===== config.mk =====
export PLATFORM = sky130hd
export DESIGN_NAME = mod5_counter
export DESIGN_NICKNAME = d
export VERILOG_FILES = /design/src/rtl/mod5_pkg.sv /design/src/rtl/mod5_next.sv /design/src/rtl/mod5_state_reg.sv /design/src/rtl/mod5_tc.sv /design/src/rtl/mod5_counter.sv
export SDC_FILE = /design/constraint.sdc
export NUM_CORES = 1
export LEC_CHECK = 0
export BUFFER_PORTS_ARGS = -buffer_cell sky130_fd_sc_hd__buf_2
export CAP_MARGIN = 0
export CORE_AREA = 2 2 39 41
export DETAILED_ROUTE_END_ITERATION = 6
export DIE_AREA = 0 0 41 43
export SLEW_MARGIN = 5
export SYNTH_ARGS = -nofsm -noshare
export SYNTH_HDL_FRONTEND = slang
export SYNTH_SLANG_ARGS = --single-unit
export TNS_END_PERCENT = 1

===== constraint.sdc =====
create_clock -name clk -period 1.2 [get_ports clk]
set_input_delay 0.12 -clock clk [delete_from_list [all_inputs] [get_ports clk]]
set_output_delay 0.12 -clock clk [all_outputs]
set_load 0.02 [all_outputs]

===== src/rtl/mod5_pkg.sv =====
`timescale 1ns/1ps
package mod5_pkg;

   localparam int CNT_W = 3;
   localparam int MOD_N = 5;
   localparam int LAST  = MOD_N - 1;

   typedef logic [CNT_W-1:0] cnt_t;

   typedef enum logic {
      REC_MINIMAL = 1'b0,
      REC_STRICT  = 1'b1
   } recover_e;

endpackage


===== src/rtl/mod5_next.sv =====
`timescale 1ns/1ps
module mod5_next #(
   parameter mod5_pkg::recover_e RECOVER = mod5_pkg::REC_MINIMAL
) (
   input  mod5_pkg::cnt_t cur,
   output mod5_pkg::cnt_t nxt
);
   logic hi, mid, lo;

   assign hi  = cur[2];
   assign mid = cur[1];
   assign lo  = cur[0];

   generate
      if (RECOVER == mod5_pkg::REC_STRICT) begin : g_strict
         // every unused code is gated by the top bit and falls to zero
         assign nxt[2] = ~hi & mid & lo;
         assign nxt[1] = ~hi & (mid ^ lo);
         assign nxt[0] = ~hi & ~lo;
      end else begin : g_minimal
         // unused codes taken as don't-cares during minimisation
         assign nxt[2] = mid & lo;
         assign nxt[1] = mid ^ lo;
         assign nxt[0] = ~hi & ~lo;
      end
   endgenerate

endmodule


===== src/rtl/mod5_state_reg.sv =====
`timescale 1ns/1ps
module mod5_state_reg (
   input  logic           clk,
   input  logic           rst,
   input  logic           ld,
   input  logic           en,
   input  mod5_pkg::cnt_t ld_val,
   input  mod5_pkg::cnt_t nxt,
   output mod5_pkg::cnt_t q
);
   // priority: reset, then load, then count, else hold
   always_ff @(posedge clk) begin
      if (rst)
         q <= '0;
      else if (ld)
         q <= ld_val;
      else if (en)
         q <= nxt;
   end

endmodule


===== src/rtl/mod5_tc.sv =====
`timescale 1ns/1ps
module mod5_tc (
   input  mod5_pkg::cnt_t q,
   input  logic           en,
   output logic           tc
);
   localparam mod5_pkg::cnt_t LAST_CODE = mod5_pkg::cnt_t'(mod5_pkg::LAST);

   assign tc = en && (q == LAST_CODE);

endmodule


===== src/rtl/mod5_counter.sv =====
`timescale 1ns/1ps
module mod5_counter #(
   parameter mod5_pkg::recover_e RECOVER = mod5_pkg::REC_MINIMAL
) (
   input  logic       clk,
   input  logic       rst,
   input  logic       en,
   input  logic       ld,
   input  logic [2:0] ld_val,
   output logic [2:0] cnt,
   output logic       tc
);
   generate
      if (mod5_pkg::CNT_W != 3 || mod5_pkg::MOD_N != 5) begin : g_cfg_bad
         $error("mod5_counter: equations are fixed to a 3-bit, 5-state cycle");
      end
   endgenerate

   mod5_pkg::cnt_t state_q;
   mod5_pkg::cnt_t state_d;

   mod5_next #(.RECOVER(RECOVER)) u_next (
      .cur (state_q),
      .nxt (state_d)
   );

   mod5_state_reg u_reg (
      .clk    (clk),
      .rst    (rst),
      .ld     (ld),
      .en     (en),
      .ld_val (ld_val),
      .nxt    (state_d),
      .q      (state_q)
   );

   mod5_tc u_tc (
      .q  (state_q),
      .en (en),
      .tc (tc)
   );

   assign cnt = state_q;

endmodule


==> impl_metrics.json <==
{
  "numPortBuffers": 10,
  "path_depth": 4,
  "ys_ff_latch": 3,
  "rr_endpoint": "u_reg.q[0]$_SDFFE_PP0P_",
  "die_x_um": 41,
  "design_area_um2": 314,
  "grt.total_usage": 0.0713,
  "critPathLaunchType": "flop",
  "outcome": "completed",
  "grt_max_degree": 6,
  "antenna_cells": 0,
  "die_area_mm2": 0.00176,
  "drt_pass1_iterations": 2,
  "rsz0062_at_grt": "true",
  "powerDensity_mw_per_mm2": 1200,
  "placed_area_um2": 264,
  "wire_per_inst_um": 8.67,
  "reg_top3": "u_reg.q x3",
  "skew_ns": 0.000630,
  "worstReg2RegStart": "u_reg.q[0]$_SDFFE_PP0P_",
  "seqPwrFrac": 0.304,
  "final_util": 0.227,
  "largest_register_ffs": 3,
  "grt_pass1_vias": 197,
  "synth-seq-area-share": 0.322,
  "ioPinCount": 11,
  "hold_buffers": 0,
  "layout_min_cycle_time_ns": 1.16,
  "rows": 14,
  "p_sw_mw": 0.102,
  "endpoint": "tc",
  "numCtsBuffers": 3,
  "routed_wl_um": 442,
  "maxSlewHeadroom": 0.878,
  "hold_class": "in -> reg",
  "gp_congestion": 0.628,
  "clkLatencyLatePin_ns": 0.23,
  "crit_fanout": 2,
  "cts.sinks": 3,
  "fin_cells": 51,
  "nets": 45,
  "layout-drive-gt1-share": 0.600,
  "clock_power_share": 0.481,
  "power_mw": 0.376,
  "r2r_slack_ns": 0.06,
  "synthDistinctLibCells": 10,
  "hold_violations": 0,
  "grt_first_pass_wirelength_um": 745,
  "core_region_area_mm2": 0.00138,
  "peakVddDrop_mv": 0.389,
  "criticalPathCategory": "reg -> out",
  "regMostFlops": "u_reg.q",
  "combPwrFrac": 0.215,
  "crit_family": "flip-flops",
  "clock_path_buffers": 2,
  "via_per_inst": 3.78,
  "dp.cells": 46,
  "grt_overflow": 0,
  "start_util": 0.135,
  "startpoint": "u_reg.q[0]$_SDFFE_PP0P_",
  "end_kind": "primary output",
  "syn_to_final_growth_pct": 68.5,
  "internal-power_mw": 0.274,
  "ant_nets": 0,
  "syn_area_um2": 186,
  "power.leakage_nw": 0.152,
  "max_freq_mhz": 863,
  "rr_worst_depth": 3,
  "drc": 0,
  "drt_iter0_drc": 3,
  "setup_violations": 0,
  "worstPathRequired_ns": 1.08,
  "slowest_delay_ns": 0.32,
  "critPathBufInv": 2,
  "syn_avg_cell_area_um2": 9.81,
  "antenna_found_initial": 0,
  "worstPathCellList": "inv_2 -> ha_2 -> and3_4 -> buf_6",
  "ys_warn_count": 0,
  "die_y_um": 43,
  "tightest_slew_ns": 0.178,
  "cts_root_buf": "clkbuf_4",
  "drv_cap": 0,
  "clk_pin_slew_ns": 0.04,
  "p_sw_frac": 0.271,
  "synthesis.nets": 28,
  "tns_ns": 0,
  "maxSlewViolCount": 0,
  "period_share": 0.966,
  "worstPathArrival_ns": 1.04,
  "tritoncts": "yes",
  "vias": 193,
  "cpMaxStageDelayCell": "dfxtp_2",
  "h-tree-depth": 1,
  "syn_inst": 19
}
==> cell usage after synthesis <==
cell type | n | area [um2]
ha_1 | 2 | 25.0
nand2b_1 | 1 | 6.26
nor2b_1 | 3 | 18.8
a311oi_2 | 1 | 15.0
mux2i_1 | 2 | 20.0
inv_1 | 3 | 11.3
a211oi_1 | 2 | 15.0
and3_1 | 1 | 6.26
or3b_1 | 1 | 8.76
dfxtp_1 | 3 | 60.1
==> routing by layer <==
metal  GRT usage  vias up  part of all wire
met5           0        -                 0
met4      0.0800        0             0.034
met3      0.0471        2              0.14
met2      0.0688       13              0.31
met1      0.0900       79              0.52
li1            -       99                 -
==> area by class of cell <==
class	count	area [um2]
fill	162	1070
multi-input combinational	13	123
timing repair buffer	12	71.3
sequential	3	62.6
clock buffer	4	26.3
tap	16	20.0
inverter	3	11.3
==> worst min path at each step <==
stage	start	endpoint	slack (ns)	depth (start not counted)
after global routing	rst	u_reg.q[0]$_SDFFE_PP0P_	0.07	2
after CTS	rst	u_reg.q[0]$_SDFFE_PP0P_	0.06	2
final	rst	u_reg.q[0]$_SDFFE_PP0P_	0.08	2
after detailed placement	rst	u_reg.q[0]$_SDFFE_PP0P_	0.33	2
after floorplan	rst	u_reg.q[0]$_SDFFE_PP0P_	0.19	1
after global placement	rst	u_reg.q[0]$_SDFFE_PP0P_	0.33	2
==> cells by family (layout without fill, tap and decap cells) <==
kind of cell | count (synthesis) | in the layout | share of synthesized area
flip-flops | 3 | 3 | 0.322
AND/OR/NAND/NOR | 6 | 6 | 0.215
multiplexers | 2 | 2 | 0.107
AO/OA/AOI/OAI | 3 | 3 | 0.161
adder cells (fa/ha/maj) | 2 | 2 | 0.134
buffers and inverters | 3 | 19 | 0.0604
==> through the flow <==
step / setup slack [ns] / hold WS (ns)
finish: 0.0412 / 0.0765
global route: -0.00376 / 0.0662
CTS: 0.000223 / 0.0646
detailed placement: 0.121 / 0.327
global placement: 0.140 / 0.327
floorplan: 0.0437 / 0.188
==> power groups by stage <==
stage | Clock [mW] | Combinational [mW] | Sequential, mW
5_1_grt | 0.203 | 0.0898 | 0.115
6_report | 0.181 | 0.0808 | 0.114
3_5_place_dp | 0 | 0.0703 | 0.116
4_1_cts | 0.193 | 0.0806 | 0.114
3_3_place_gp | 0 | 0.0695 | 0.116
2_1_floorplan | 0 | 0.0286 | 0.126
==> placed cells by master (no fill, tap or decap) <==
cell type,synthesis,layout
inv_2,0,1
buf_4,0,2
clkbuf_4,0,3
and3_4,0,1
mux2i_1,2,2
dfxtp_1,3,1
ha_2,0,1
nand2b_1,1,1
clkbuf_1,0,1
buf_6,0,1
a211oi_1,2,2
a311oi_2,1,1
dfxtp_2,0,2
ha_1,2,1
buf_2,0,9
inv_1,3,2
nor2b_1,3,3
or3b_1,1,1
==> repair_timing <==
action,CTS,global route
gates resized for setup,5,2
endpoints found under the setup margin,1,1
buffers inserted,1,0
Note: power is estimated with default switching activity, not from simulation.
